--- src/rtl/pwm_aq_pkg.sv ---
// Shared types for the dual-channel PWM.
// Assumes two output channels and a 3-bit register address space.
package pwm_aq_pkg;

    localparam int NCH    = 2;
    localparam int ADDR_W = 3;

    localparam logic [ADDR_W-1:0] REG_CTRL = 3'd0;
    localparam logic [ADDR_W-1:0] REG_PRD  = 3'd1;
    localparam logic [ADDR_W-1:0] REG_CCTL = 3'd2;
    localparam logic [ADDR_W-1:0] REG_CMP0 = 3'd3;
    localparam logic [ADDR_W-1:0] REG_ACT0 = 3'd5;

    typedef enum logic [1:0] {
        CM_UP     = 2'd0,
        CM_DOWN   = 2'd1,
        CM_UPDOWN = 2'd2,
        CM_HOLD   = 2'd3
    } cnt_mode_e;

    typedef enum logic [1:0] {
        ACT_NONE = 2'd0,
        ACT_LOW  = 2'd1,
        ACT_HIGH = 2'd2,
        ACT_FLIP = 2'd3
    } act_e;

    typedef enum logic [1:0] {
        LD_ZERO  = 2'd0,
        LD_PRD   = 2'd1,
        LD_BOTH  = 2'd2,
        LD_NEVER = 2'd3
    } load_e;

    typedef struct packed {
        act_e on_cbu;
        act_e on_cau;
        act_e on_zero;
    } act_cfg_t;

endpackage

--- src/rtl/pwm_aq_regs.sv ---
// Configuration registers behind the write port.
// Decodes the control, period, compare-control and action registers and
// produces one write strobe per compare register. Assumes DATA_W >= CNT_W,
// DATA_W >= 10 and DATA_W >= 2 + CDIV_W + FDIV_W.
module pwm_aq_regs
    import pwm_aq_pkg::*;
#(
    parameter int DATA_W  = 16,
    parameter int CNT_W   = 16,
    parameter int CDIV_W  = 3,
    parameter int FDIV_W  = 3,
    parameter int PRD_RST = 999
) (
    input  logic                       clk,
    input  logic                       rst_n,
    input  logic                       wr_en,
    input  logic [ADDR_W-1:0]          wr_addr,
    input  logic [DATA_W-1:0]          wr_data,
    output cnt_mode_e                  run_mode,
    output logic [CDIV_W-1:0]          cdiv,
    output logic [FDIV_W-1:0]          fdiv,
    output logic [CNT_W-1:0]           prd,
    output logic [NCH-1:0]             sh_en,
    output load_e [NCH-1:0]            ld_sel,
    output act_cfg_t [NCH-1:0]         act_cfg,
    output logic [NCH-1:0]             cmp_wr,
    output logic [CNT_W-1:0]           cmp_wdata
);

    localparam int CD_LSB = 2;
    localparam int FD_LSB = CD_LSB + CDIV_W;
    localparam int CTRL_W = FD_LSB + FDIV_W;
    localparam int SH_LSB = 2 * NCH;

    logic [CTRL_W-1:0]   ctrl_q;
    logic [CNT_W-1:0]    prd_q;
    logic [2*NCH-1:0]    ld_q;
    logic [NCH-1:0]      sh_q;
    act_cfg_t [NCH-1:0]  act_q;

    // Control register: mode and divider fields; resets to hold mode.
    always_ff @(posedge clk) begin
        if (!rst_n)
            ctrl_q <= {{(CTRL_W-2){1'b0}}, 2'b11};
        else if (wr_en && wr_addr == REG_CTRL)
            ctrl_q <= wr_data[CTRL_W-1:0];
    end

    // Period register: holds the period minus one.
    always_ff @(posedge clk) begin
        if (!rst_n)
            prd_q <= CNT_W'(PRD_RST);
        else if (wr_en && wr_addr == REG_PRD)
            prd_q <= wr_data[CNT_W-1:0];
    end

    // Compare-control load-mode fields.
    always_ff @(posedge clk) begin
        if (!rst_n)
            ld_q <= '0;
        else if (wr_en && wr_addr == REG_CCTL)
            ld_q <= wr_data[2*NCH-1:0];
    end

    generate
        for (genvar i = 0; i < NCH; i++) begin : g_ch
            // Shadow-enable bit for channel i, at bit 4 + 2i.
            always_ff @(posedge clk) begin
                if (!rst_n)
                    sh_q[i] <= 1'b0;
                else if (wr_en && wr_addr == REG_CCTL)
                    sh_q[i] <= wr_data[SH_LSB + 2*i];
            end

            // Action register for output i.
            always_ff @(posedge clk) begin
                if (!rst_n)
                    act_q[i] <= '0;
                else if (wr_en && wr_addr == (REG_ACT0 + ADDR_W'(i)))
                    act_q[i] <= '{on_cbu:  act_e'(wr_data[9:8]),
                                  on_cau:  act_e'(wr_data[5:4]),
                                  on_zero: act_e'(wr_data[1:0])};
            end

            assign sh_en[i]   = sh_q[i];
            assign ld_sel[i]  = load_e'(ld_q[2*i +: 2]);
            assign act_cfg[i] = act_q[i];
            assign cmp_wr[i]  = wr_en && (wr_addr == (REG_CMP0 + ADDR_W'(i)));
        end
    endgenerate

    assign run_mode  = cnt_mode_e'(ctrl_q[1:0]);
    assign cdiv      = ctrl_q[CD_LSB +: CDIV_W];
    assign fdiv      = ctrl_q[FD_LSB +: FDIV_W];
    assign prd       = prd_q;
    assign cmp_wdata = wr_data[CNT_W-1:0];

endmodule

--- src/rtl/pwm_aq_prescale.sv ---
// Tick generator: one tick every (2^cdiv) * (fdiv == 0 ? 1 : 2*fdiv) clocks.
// Assumes the divider may change at any time; an out-of-range count
// simply produces a tick on the next clock.
module pwm_aq_prescale
    import pwm_aq_pkg::*;
#(
    parameter int CDIV_W = 3,
    parameter int FDIV_W = 3
) (
    input  logic              clk,
    input  logic              rst_n,
    input  cnt_mode_e         run_mode,
    input  logic [CDIV_W-1:0] cdiv,
    input  logic [FDIV_W-1:0] fdiv,
    output logic              tick
);

    localparam int DIV_W = (1 << CDIV_W) + FDIV_W + 1;

    logic [DIV_W-1:0] fine_f;
    logic [DIV_W-1:0] ratio;
    logic [DIV_W-1:0] last;
    logic [DIV_W-1:0] pre_q;
    logic             running;

    // Divide ratio from the two divider fields.
    always_comb begin
        fine_f = (fdiv == '0) ? DIV_W'(1) : DIV_W'({fdiv, 1'b0});
        ratio  = fine_f << cdiv;
        last   = ratio - 1'b1;
    end

    assign running = (run_mode != CM_HOLD);
    assign tick    = running && (pre_q >= last);

    // Prescale counter; cleared on each tick and while held.
    always_ff @(posedge clk) begin
        if (!rst_n)
            pre_q <= '0;
        else if (!running || tick)
            pre_q <= '0;
        else
            pre_q <= pre_q + 1'b1;
    end

endmodule

--- src/rtl/pwm_aq_timebase.sv ---
// Time-base counter with up, down, up-down and hold modes.
// Events are flagged for the counter value present on a tick; the counter
// and all event-driven state then update on that same clock edge.
module pwm_aq_timebase
    import pwm_aq_pkg::*;
#(
    parameter int CNT_W = 16
) (
    input  logic             clk,
    input  logic             rst_n,
    input  logic             tick,
    input  cnt_mode_e        run_mode,
    input  logic [CNT_W-1:0] prd,
    output logic [CNT_W-1:0] cnt,
    output logic             count_up,
    output logic             evt_zero,
    output logic             evt_prd
);

    logic [CNT_W-1:0] cnt_q;
    logic             dir_up_q;

    assign cnt      = cnt_q;
    assign count_up = (run_mode == CM_UP) || (run_mode == CM_UPDOWN && dir_up_q);
    assign evt_zero = tick && (cnt_q == '0);
    assign evt_prd  = tick && (cnt_q == prd);

    // Counter and direction update, one step per tick.
    always_ff @(posedge clk) begin
        if (!rst_n) begin
            cnt_q    <= '0;
            dir_up_q <= 1'b1;
        end else if (tick) begin
            unique case (run_mode)
                CM_UP: begin
                    dir_up_q <= 1'b1;
                    cnt_q    <= (cnt_q >= prd) ? '0 : cnt_q + 1'b1;
                end
                CM_DOWN: begin
                    dir_up_q <= 1'b1;
                    cnt_q    <= (cnt_q == '0) ? prd : cnt_q - 1'b1;
                end
                CM_UPDOWN: begin
                    if (dir_up_q) begin
                        if (cnt_q >= prd) begin
                            dir_up_q <= 1'b0;
                            cnt_q    <= (cnt_q == '0) ? '0 : cnt_q - 1'b1;
                        end else begin
                            cnt_q <= cnt_q + 1'b1;
                        end
                    end else begin
                        if (cnt_q == '0) begin
                            dir_up_q <= 1'b1;
                            cnt_q    <= (prd == '0) ? '0 : CNT_W'(1);
                        end else begin
                            cnt_q <= cnt_q - 1'b1;
                        end
                    end
                end
                default: begin
                    cnt_q <= cnt_q;
                end
            endcase
        end
    end

endmodule

--- src/rtl/pwm_aq_cmp.sv ---
// One compare channel: active value, optional shadow copy, and match flag.
// Assumes a write while shadowing goes only to the shadow copy; a load on
// the same edge moves the previous shadow value.
module pwm_aq_cmp
    import pwm_aq_pkg::*;
#(
    parameter int CNT_W = 16
) (
    input  logic             clk,
    input  logic             rst_n,
    input  logic             wr,
    input  logic [CNT_W-1:0] wdata,
    input  logic             sh_en,
    input  load_e            ld_sel,
    input  logic             tick,
    input  logic             count_up,
    input  logic             evt_zero,
    input  logic             evt_prd,
    input  logic [CNT_W-1:0] cnt,
    output logic [CNT_W-1:0] active,
    output logic             hit
);

    logic [CNT_W-1:0] shadow_q;
    logic [CNT_W-1:0] active_q;
    logic             ld_now;

    // Shadow transfer condition from the selected load event.
    always_comb begin
        unique case (ld_sel)
            LD_ZERO:  ld_now = evt_zero;
            LD_PRD:   ld_now = evt_prd;
            LD_BOTH:  ld_now = evt_zero || evt_prd;
            default:  ld_now = 1'b0;
        endcase
        ld_now = ld_now && sh_en;
    end

    // Shadow copy captures writes only while shadowing is enabled.
    always_ff @(posedge clk) begin
        if (!rst_n)
            shadow_q <= '0;
        else if (wr && sh_en)
            shadow_q <= wdata;
    end

    // Active value: direct write or shadow transfer.
    always_ff @(posedge clk) begin
        if (!rst_n)
            active_q <= '0;
        else if (wr && !sh_en)
            active_q <= wdata;
        else if (ld_now)
            active_q <= shadow_q;
    end

    assign active = active_q;
    assign hit    = tick && count_up && (cnt == active_q);

endmodule

--- src/rtl/pwm_aq_action.sv ---
// Output driver for one channel: picks one action per tick and applies it.
// Ranking, lowest to highest: zero event, compare A, compare B. An event
// whose code is "none" does not mask a lower-ranked one.
module pwm_aq_action
    import pwm_aq_pkg::*;
(
    input  logic     clk,
    input  logic     rst_n,
    input  act_cfg_t cfg,
    input  logic     evt_zero,
    input  logic     hit_a,
    input  logic     hit_b,
    output logic     pwm
);

    act_e sel;
    logic pwm_q;

    // Select the winning action for this tick.
    always_comb begin
        sel = ACT_NONE;
        if (evt_zero && cfg.on_zero != ACT_NONE) sel = cfg.on_zero;
        if (hit_a && cfg.on_cau != ACT_NONE)     sel = cfg.on_cau;
        if (hit_b && cfg.on_cbu != ACT_NONE)     sel = cfg.on_cbu;
    end

    // Apply the selected action to the output register.
    always_ff @(posedge clk) begin
        if (!rst_n)
            pwm_q <= 1'b0;
        else begin
            unique case (sel)
                ACT_LOW:  pwm_q <= 1'b0;
                ACT_HIGH: pwm_q <= 1'b1;
                ACT_FLIP: pwm_q <= ~pwm_q;
                default:  pwm_q <= pwm_q;
            endcase
        end
    end

    assign pwm = pwm_q;

endmodule

--- src/rtl/pwm_aq_top.sv ---
// Dual-channel PWM top: registers, prescaler, time base, two compare
// channels and two output action units. Assumes a single clock domain and
// a synchronous active-low reset.
module pwm_aq_top
    import pwm_aq_pkg::*;
#(
    parameter int DATA_W  = 16,
    parameter int CNT_W   = 16,
    parameter int CDIV_W  = 3,
    parameter int FDIV_W  = 3,
    parameter int PRD_RST = 999
) (
    input  logic              clk,
    input  logic              rst_n,
    input  logic              wr_en,
    input  logic [2:0]        wr_addr,
    input  logic [DATA_W-1:0] wr_data,
    output logic              pwm_a,
    output logic              pwm_b,
    output logic [CNT_W-1:0]  cnt_o
);

    cnt_mode_e                 run_mode;
    logic [CDIV_W-1:0]         cdiv;
    logic [FDIV_W-1:0]         fdiv;
    logic [CNT_W-1:0]          prd_val;
    logic [NCH-1:0]            sh_en;
    load_e [NCH-1:0]           ld_sel;
    act_cfg_t [NCH-1:0]        act_cfg;
    logic [NCH-1:0]            cmp_wr;
    logic [CNT_W-1:0]          cmp_wdata;
    logic                      tb_tick;
    logic [CNT_W-1:0]          cnt_val;
    logic                      count_up;
    logic                      evt_zero;
    logic                      evt_prd;
    logic [NCH-1:0][CNT_W-1:0] cmp_act;
    logic [NCH-1:0]            cmp_hit;
    logic [NCH-1:0]            pwm_q;

    pwm_aq_regs #(
        .DATA_W (DATA_W),
        .CNT_W  (CNT_W),
        .CDIV_W (CDIV_W),
        .FDIV_W (FDIV_W),
        .PRD_RST(PRD_RST)
    ) u_regs (
        .clk      (clk),
        .rst_n    (rst_n),
        .wr_en    (wr_en),
        .wr_addr  (wr_addr),
        .wr_data  (wr_data),
        .run_mode (run_mode),
        .cdiv     (cdiv),
        .fdiv     (fdiv),
        .prd      (prd_val),
        .sh_en    (sh_en),
        .ld_sel   (ld_sel),
        .act_cfg  (act_cfg),
        .cmp_wr   (cmp_wr),
        .cmp_wdata(cmp_wdata)
    );

    pwm_aq_prescale #(
        .CDIV_W(CDIV_W),
        .FDIV_W(FDIV_W)
    ) u_pre (
        .clk     (clk),
        .rst_n   (rst_n),
        .run_mode(run_mode),
        .cdiv    (cdiv),
        .fdiv    (fdiv),
        .tick    (tb_tick)
    );

    pwm_aq_timebase #(
        .CNT_W(CNT_W)
    ) u_tb (
        .clk     (clk),
        .rst_n   (rst_n),
        .tick    (tb_tick),
        .run_mode(run_mode),
        .prd     (prd_val),
        .cnt     (cnt_val),
        .count_up(count_up),
        .evt_zero(evt_zero),
        .evt_prd (evt_prd)
    );

    generate
        for (genvar i = 0; i < NCH; i++) begin : g_cmp
            pwm_aq_cmp #(
                .CNT_W(CNT_W)
            ) u_cmp (
                .clk     (clk),
                .rst_n   (rst_n),
                .wr      (cmp_wr[i]),
                .wdata   (cmp_wdata),
                .sh_en   (sh_en[i]),
                .ld_sel  (ld_sel[i]),
                .tick    (tb_tick),
                .count_up(count_up),
                .evt_zero(evt_zero),
                .evt_prd (evt_prd),
                .cnt     (cnt_val),
                .active  (cmp_act[i]),
                .hit     (cmp_hit[i])
            );
        end

        for (genvar i = 0; i < NCH; i++) begin : g_out
            pwm_aq_action u_act (
                .clk     (clk),
                .rst_n   (rst_n),
                .cfg     (act_cfg[i]),
                .evt_zero(evt_zero),
                .hit_a   (cmp_hit[0]),
                .hit_b   (cmp_hit[1]),
                .pwm     (pwm_q[i])
            );
        end
    endgenerate

    assign pwm_a = pwm_q[0];
    assign pwm_b = pwm_q[1];
    assign cnt_o = cnt_val;

endmodule

--- config.mk ---
export PLATFORM = sky130hd
export DESIGN_NAME = pwm_aq_top
export DESIGN_NICKNAME = d
export VERILOG_FILES = /design/src/rtl/pwm_aq_pkg.sv /design/src/rtl/pwm_aq_regs.sv /design/src/rtl/pwm_aq_prescale.sv /design/src/rtl/pwm_aq_timebase.sv /design/src/rtl/pwm_aq_cmp.sv /design/src/rtl/pwm_aq_action.sv /design/src/rtl/pwm_aq_top.sv
export SDC_FILE = /design/constraint.sdc
export NUM_CORES = 1
export LEC_CHECK = 0
export ABC_AREA = 1
export BUFFER_PORTS_ARGS = -buffer_cell sky130_fd_sc_hd__buf_2
export CAP_MARGIN = 30
export CELL_PAD_IN_SITES_DETAIL_PLACEMENT = 1
export CELL_PAD_IN_SITES_GLOBAL_PLACEMENT = 2
export CORE_MARGIN = 3
export CORE_UTILIZATION = 38
export CTS_BUF_LIST = sky130_fd_sc_hd__clkbuf_16
export CTS_CLUSTER_DIAMETER = 50
export DETAILED_ROUTE_END_ITERATION = 7
export PLACE_DENSITY_LB_ADDON = 0.08
export RECOVER_POWER = 50
export SETUP_SLACK_MARGIN = 0.02
export SYNTH_ARGS = -nofsm -noshare
export SYNTH_HDL_FRONTEND = slang
export SYNTH_HIERARCHICAL = 1
export SYNTH_SLANG_ARGS = --single-unit
--- constraint.sdc ---
create_clock -name clk -period 5.79 [get_ports clk]
set_input_delay 0.2895 -clock clk [delete_from_list [all_inputs] [get_ports clk]]
set_output_delay 0.2895 -clock clk [all_outputs]
set_load 0.01 [all_outputs]
; Word-level counts from Yosys, hierarchy flattened
; Cells that the tools add are included.
[word_totals]
in_bits = 22
out_inout_bits = 18
regBits = 137
[op_classes]
muxes = 27
addsub = 4
order_cmp = 2
n_reduce_logical = 55
n_eq_ne = 22
shifts = 1
n_bitwise = 3
[op_table]
columns = cell, count
row1 = 16-bit two-way mux, 10
row2 = 16-bit equality test, 3
row3 = 16-bit case mux with 3 select lines, 1
row4 = 16-bit zero test, 2
row5 = 1-bit logical AND, 26
row6 = 2-bit nonzero test, 9
row7 = 16-bit by 1-bit adder with 16-bit output (second input constant), 1
row8 = 16-bit >= comparator, 1
row9 = 16-bit by 1-bit subtractor with 16-bit output (second input constant), 1
row10 = 2-bit equality test (second input constant), 7
row11 = 12-bit by 1-bit adder with 12-bit output (second input constant), 1
row12 = 12-bit >= comparator, 1
row13 = 2-bit two-way mux, 6
row14 = 1-bit case mux with 3 select lines, 4
row15 = 12-bit by 3-bit << shifter with 12-bit output, 1
row16 = 12-bit by 1-bit subtractor with 12-bit output (second input constant), 1
row17 = 2-bit by 1-bit equality test with 1-bit output (second input constant), 5
row18 = 3-bit equality test (second input constant), 3
row19 = 3-bit nonzero test, 3
row20 = 3-bit by 2-bit equality test with 1-bit output (second input constant), 2
row21 = 2-bit zero test, 3
row22 = 3-bit zero test, 2
row23 = 1-bit two-way mux, 4
row24 = 4-bit two-way mux, 1
row25 = other kinds (8), 16

; Depth between registers and ports, before layout
[logic_depth]
word_depth = 13
mapped_depth = 29
ltp_nobuf = 29

; By module
; Netlist, hierarchy kept.
[by_module_without_submodules]
columns = module, n_inst, cells_each, area_per_inst_um2, seq_area_each_um2
row1 = pwm_aq_cmp, 2, 287, 1808.0, 640.6
row2 = pwm_aq_timebase, 1, 375, 2391.0, 340.3
row3 = pwm_aq_regs, 1, 266, 1850.5, 840.8
row4 = pwm_aq_prescale, 1, 188, 1237.4, 240.2
row5 = pwm_aq_action, 2, 16, 86.3, 20.0

; Worst setup path before layout
; Ideal clock, no wire load.
[synth_timing]
path_type = register to register
start = reg u_regs.ctrl_q[2]
end = reg u_tb.cnt_q[2], in the netlist u_tb/cnt[2]
path_stages_with_launch = 24
setup_time_ps = 122
path_slack_ps = 2570
t_arrival_ps = 3098
synth_period_minus_slack_ps = 3220
required_time_ps = 5668
path_buffers = 1
path_cell_list = dfxtp_1 -> inv_2 -> nor2_1 -> nand2_1 -> nand2_1 -> nand3_1 -> ha_1 -> nand2_1 -> nor2_1 -> nand3b_1 -> nand2_1 -> ha_1 -> nand2_1 -> nor2_1 -> nand3_1 -> nand3_1 -> nand2_1 -> inv_1 -> inv_1 -> nor2_1 -> clkinv_1 -> clkbuf_1 -> a21oi_1 -> a21oi_2
[synth_via]
elab_chain_len = 5
[synth_lines]
columns = item, line_no
row1 = start: declaration, pwm_aq_regs.sv:35  ; logic [CTRL_W-1:0] ctrl_q;
row2 = start signal: assignment, pwm_aq_regs.sv:44  ; ctrl_q <= {{(CTRL_W-2){1'b0}}, 2'b11};
row3 = start signal: assignment, pwm_aq_regs.sv:46  ; ctrl_q <= wr_data[CTRL_W-1:0];
row4 = 12-bit by 3-bit << shifter with 12-bit output, pwm_aq_prescale.sv:29  ; ratio = fine_f << cdiv;
row5 = 12-bit by 1-bit subtractor with 12-bit output, pwm_aq_prescale.sv:30  ; last = ratio - 1'b1;
row6 = 12-bit >= comparator, pwm_aq_prescale.sv:34  ; assign tick = running && (pre_q >= last);
row7 = 1-bit logical AND, pwm_aq_prescale.sv:34
row8 = net tb_tick, pwm_aq_top.sv:32  ; logic tb_tick;
row9 = 2-bit AND reduction (no source line), -
row10 = end signal: assignment, pwm_aq_timebase.sv:37  ; cnt_q <= (cnt_q >= prd) ? '0 : cnt_q + 1'b1;
row11 = end signal: assignment, pwm_aq_timebase.sv:41  ; cnt_q <= (cnt_q == '0) ? prd : cnt_q - 1'b1;
row12 = end signal: assignment, pwm_aq_timebase.sv:47  ; cnt_q <= (cnt_q == '0) ? '0 : cnt_q - 1'b1;
row13 = end: declaration, pwm_aq_timebase.sv:20  ; logic [CNT_W-1:0] cnt_q;
; The timed path passes the listed nets, and every way through them passes these cells.
; A chain may end at the register's enable or synchronous reset.

; Final worst setup path
[layout_timing]
start = reg u_regs.ctrl_q[2]
end = reg g_cmp[1].u_cmp.active_q[13]
[layout_via]
elab_chain_len = 9
word_cells_on_any_way = 10
[layout_lines]
columns = item, line_no
row1 = 12-bit by 3-bit << shifter with 12-bit output (*), pwm_aq_prescale.sv:29
row2 = 12-bit by 1-bit subtractor with 12-bit output (*), pwm_aq_prescale.sv:30
row3 = 12-bit >= comparator (*), pwm_aq_prescale.sv:34
row4 = 1-bit logical AND (*), pwm_aq_prescale.sv:34
row5 = net tb_tick, pwm_aq_top.sv:32
row6 = 1-bit logical AND (*), pwm_aq_timebase.sv:26  ; assign evt_prd = tick && (cnt_q == prd);
row7 = net evt_prd, pwm_aq_top.sv:36  ; logic evt_prd;
row8 = 1-bit logical OR, pwm_aq_cmp.sv:33  ; LD_BOTH: ld_now = evt_zero || evt_prd;
row9 = 1-bit case mux with 3 select lines (*), pwm_aq_cmp.sv:30  ; unique case (ld_sel)
row10 = 1-bit logical AND (*), pwm_aq_cmp.sv:36  ; ld_now = ld_now && sh_en;
row11 = 2-bit nonzero test (no source line) (*), -
row12 = end signal: assignment, pwm_aq_cmp.sv:52  ; active_q <= wdata;
row13 = end signal: assignment, pwm_aq_cmp.sv:54  ; active_q <= shadow_q;
row14 = end: declaration, pwm_aq_cmp.sv:25  ; logic [CNT_W-1:0] active_q;
; The timed path passes the listed nets; every way through them passes the cells marked *.

==> results.ini <==
[logic_synthesis]
syn_inst=1435
avgSynthCellArea_um2=6.46
async_flop_share_pct=0
syn-num-nets=1493
syn_area_um2=9270
ys_warn_count=6
synth_flop_cell=dfxtp_1
synth_cell_types=46
yosysSeqAreaShare_pct=29.6
synth_edf_count=0
synth-seq-cells=137

[outcome]
violations=max-capacitance violations, max-slew violations
status=finished, violations left

[clocking]
h-tree-depth=4
cts_buffers=17
cts.sinks=137
cts-resized-gates=0
ctsHoldBuffers=0
cts_tree=built
clock_path_buffers=2
postCtsSetupBuffers=0
cts.clk_slew.worst_paths_ps=70
clkLatencyLatePin_ps=430
cts-root-buf=clkbuf_16

[routing]
post_drt_via_cell_ratio=5.10
dr_total_vias=8984
final_antenna_net_count=0
routedWlPerCell_um=17.1
drtPass1Iterations=5
wl_mm=30.1
drtIter0Drc=482
drc_errors=0

[power]
power_density_nw_per_um2=235
ir_drop_mv=0.157
p_leak_nw=4.73

[timing]
fmax_ghz=0.233
slew_headroom_pct=-117
final_max_slew_viol_count=77
worstMarginPinSlew_ps=3250
period_needed_ps=4280
fin_crit_sh_pct=74.0
hold_ws_ps=180
hold_viol=0
clock_skew_ps=18.6
grt_setup_unrepaired=no
finalSetupViolCount=0
tns_ps=0

[worst_setup_path]
startpoint_type=flip-flop
worst_path_max_delay_cell=nor3_1
reg2reg_from=u_regs/ctrl_q[2]
required_ps=6150
slowest_delay_ps=600
path_class=flip-flop to flip-flop
regToRegSetupSlack_ps=1510
cp_common_cell=nand2_1
r2r_cells=25
path_max_fanout=32
crit_start=u_regs/ctrl_q[2]
crit_arrival_ps=4650
rr_endpoint=g_cmp[1].u_cmp/active[13]
cp-end-kind=flip-flop

[hold_path]
worstHoldStart=wr_data[15]
hp-class=input pin to flip-flop
holdPathEnd=g_cmp[0].u_cmp/shadow_q[15]
hold_depth=3

[grt]
grtUsageTotal_pct=23.5
grt_pass1_wl_mm=48.9
grt_antenna_before_repair=2
grt_pass1_vias=9026
grt-ovfl-total=0
grt_max_degree=102

[die]
die_w_um=162
core_area_um2=23800
die_h_um=162
pin_count=40
core.rowCount=56
die-area_um2=26300
start_util_pct=39.0

[placement]
numPortBuffers=39
dpl.hpwl_mm=21.5
gp_congestion=0.808

[cells_and_area]
final_cell_mix=nand2_1 (341), nor2_1 (247), nand3_1 (154), dfxtp_1 (137), inv_1 (135)
final_nets=1487
antenna_cells=0
drive_gt1_share_pct=10.2
area_growth_pct=7.07
final_common_cell=nand2_1

[job]
drv_cap=1

[flip-flops by register name, indices dropped and copies added, names as in the netlist]
name	cells
u_pre/pre_q	12
u_tb/cnt	16
u_regs/ld_sel	4
g_out.u_act/pwm	2
u_regs/prd	16
u_regs/act_cfg	12
g_cmp.u_cmp/active	32
u_regs/sh_en	2
u_regs/ctrl_q	8
g_cmp.u_cmp/shadow_q	32
u_tb/dir_up_q	1
[stage by stage]
step                      setup slack [ps]  std cells  instance area (um^2)  total power, W  utilization [%]
after floorplan                       2570       1435                  9270         0.00120                -
after global placement                1590       1728                  9370         0.00126             39.4
after detailed placement              1510       1728                  9370         0.00127             39.4
after CTS                             1490       1760                  9950         0.00237             41.9
after global routing                  1010       1761                  9920         0.00244             41.8
final                                 1510       1761                  9920         0.00233             41.8
[cells by family (layout without fill, tap and decap cells)]
| group | Yosys count | count (layout) | share of synthesized area, % |
|---|---|---|---|
| xor+xnor | 33 | 33 | 3.12 |
| simple gates | 825 | 825 | 39.8 |
| buf+inv | 225 | 232 | 12.3 |
| flops | 137 | 137 | 29.6 |
| fa+ha+maj | 36 | 36 | 4.86 |
| compound gates | 178 | 178 | 10.3 |
| other cells | 1 | 1 | 0.0405 |
[where the power goes]
part	switching (W)	internal, W	leakage, nW	total, W
Combinational	0.000180	0.0000870	3.34	0.000267
Clock	0.000513	0.000576	0.279	0.00109
Sequential	0.0000170	0.000962	1.11	0.000979
[cells in the mapped netlist, types with 9 or more instances]
cell type / count / area share [%]
a21oi_1: 75 / 4.1
buf_2: 18 / 0.97
buf_4: 25 / 2.0
buf_6: 15 / 1.8
dfxtp_1: 137 / 30
ha_1: 36 / 4.9
inv_1: 134 / 5.4
inv_2: 16 / 0.65
nand2_1: 341 / 14
nand2_2: 16 / 1.1
nand3_1: 154 / 8.3
nand3_2: 12 / 1.3
nand4_1: 11 / 0.74
nor2_1: 245 / 9.9
nor3_1: 9 / 0.49
o21ai_0: 69 / 3.7
xnor2_1: 10 / 0.95
xor2_1: 23 / 2.2
[critical path, delay by kind of cell, from the launching register on]
| kind | cells | cell delay (ps) |
|---|---|---|
| simple gates | 17 | 2660 |
| fa+ha+maj | 2 | 540 |
| flops | 1 | 460 |
| buf+inv | 5 | 390 |
| compound gates | 1 | 130 |
[final cells by class]
type,instances,area (um^2)
clock buffer,17,425
clock inverter,15,154
fill,3192,13800
inverter,153,584
multi-input combinational,1073,5380
sequential,137,2740
tap,319,399
timing repair buffer,47,234
[metal layers]
| metal | up-vias | track usage, % | routed length [um] |
|---|---|---|---|
| met5 | - | 0 | 11 |
| met4 | 2 | 5.47 | 426 |
| met2 | 88 | 41.4 | 14700 |
| met1 | 4303 | 30.5 | 14200 |
| li1 | 4560 | - | - |
| met3 | 31 | 3.21 | 752 |
[worst max-delay path by stage]
stage | to | slack (ps) | depth (start not counted)
floorplan | u_tb/cnt[2] | 2570 | 23
global placement | g_cmp[1].u_cmp/active[5] | 1590 | 24
detailed placement | g_cmp[1].u_cmp/active[10] | 1510 | 24
CTS | g_cmp[1].u_cmp/active[10] | 1490 | 24
global route | g_cmp[0].u_cmp/shadow_q[15] | 1010 | 5
finish | g_cmp[1].u_cmp/active[13] | 1510 | 25
Power figures use the tool's default switching activity.
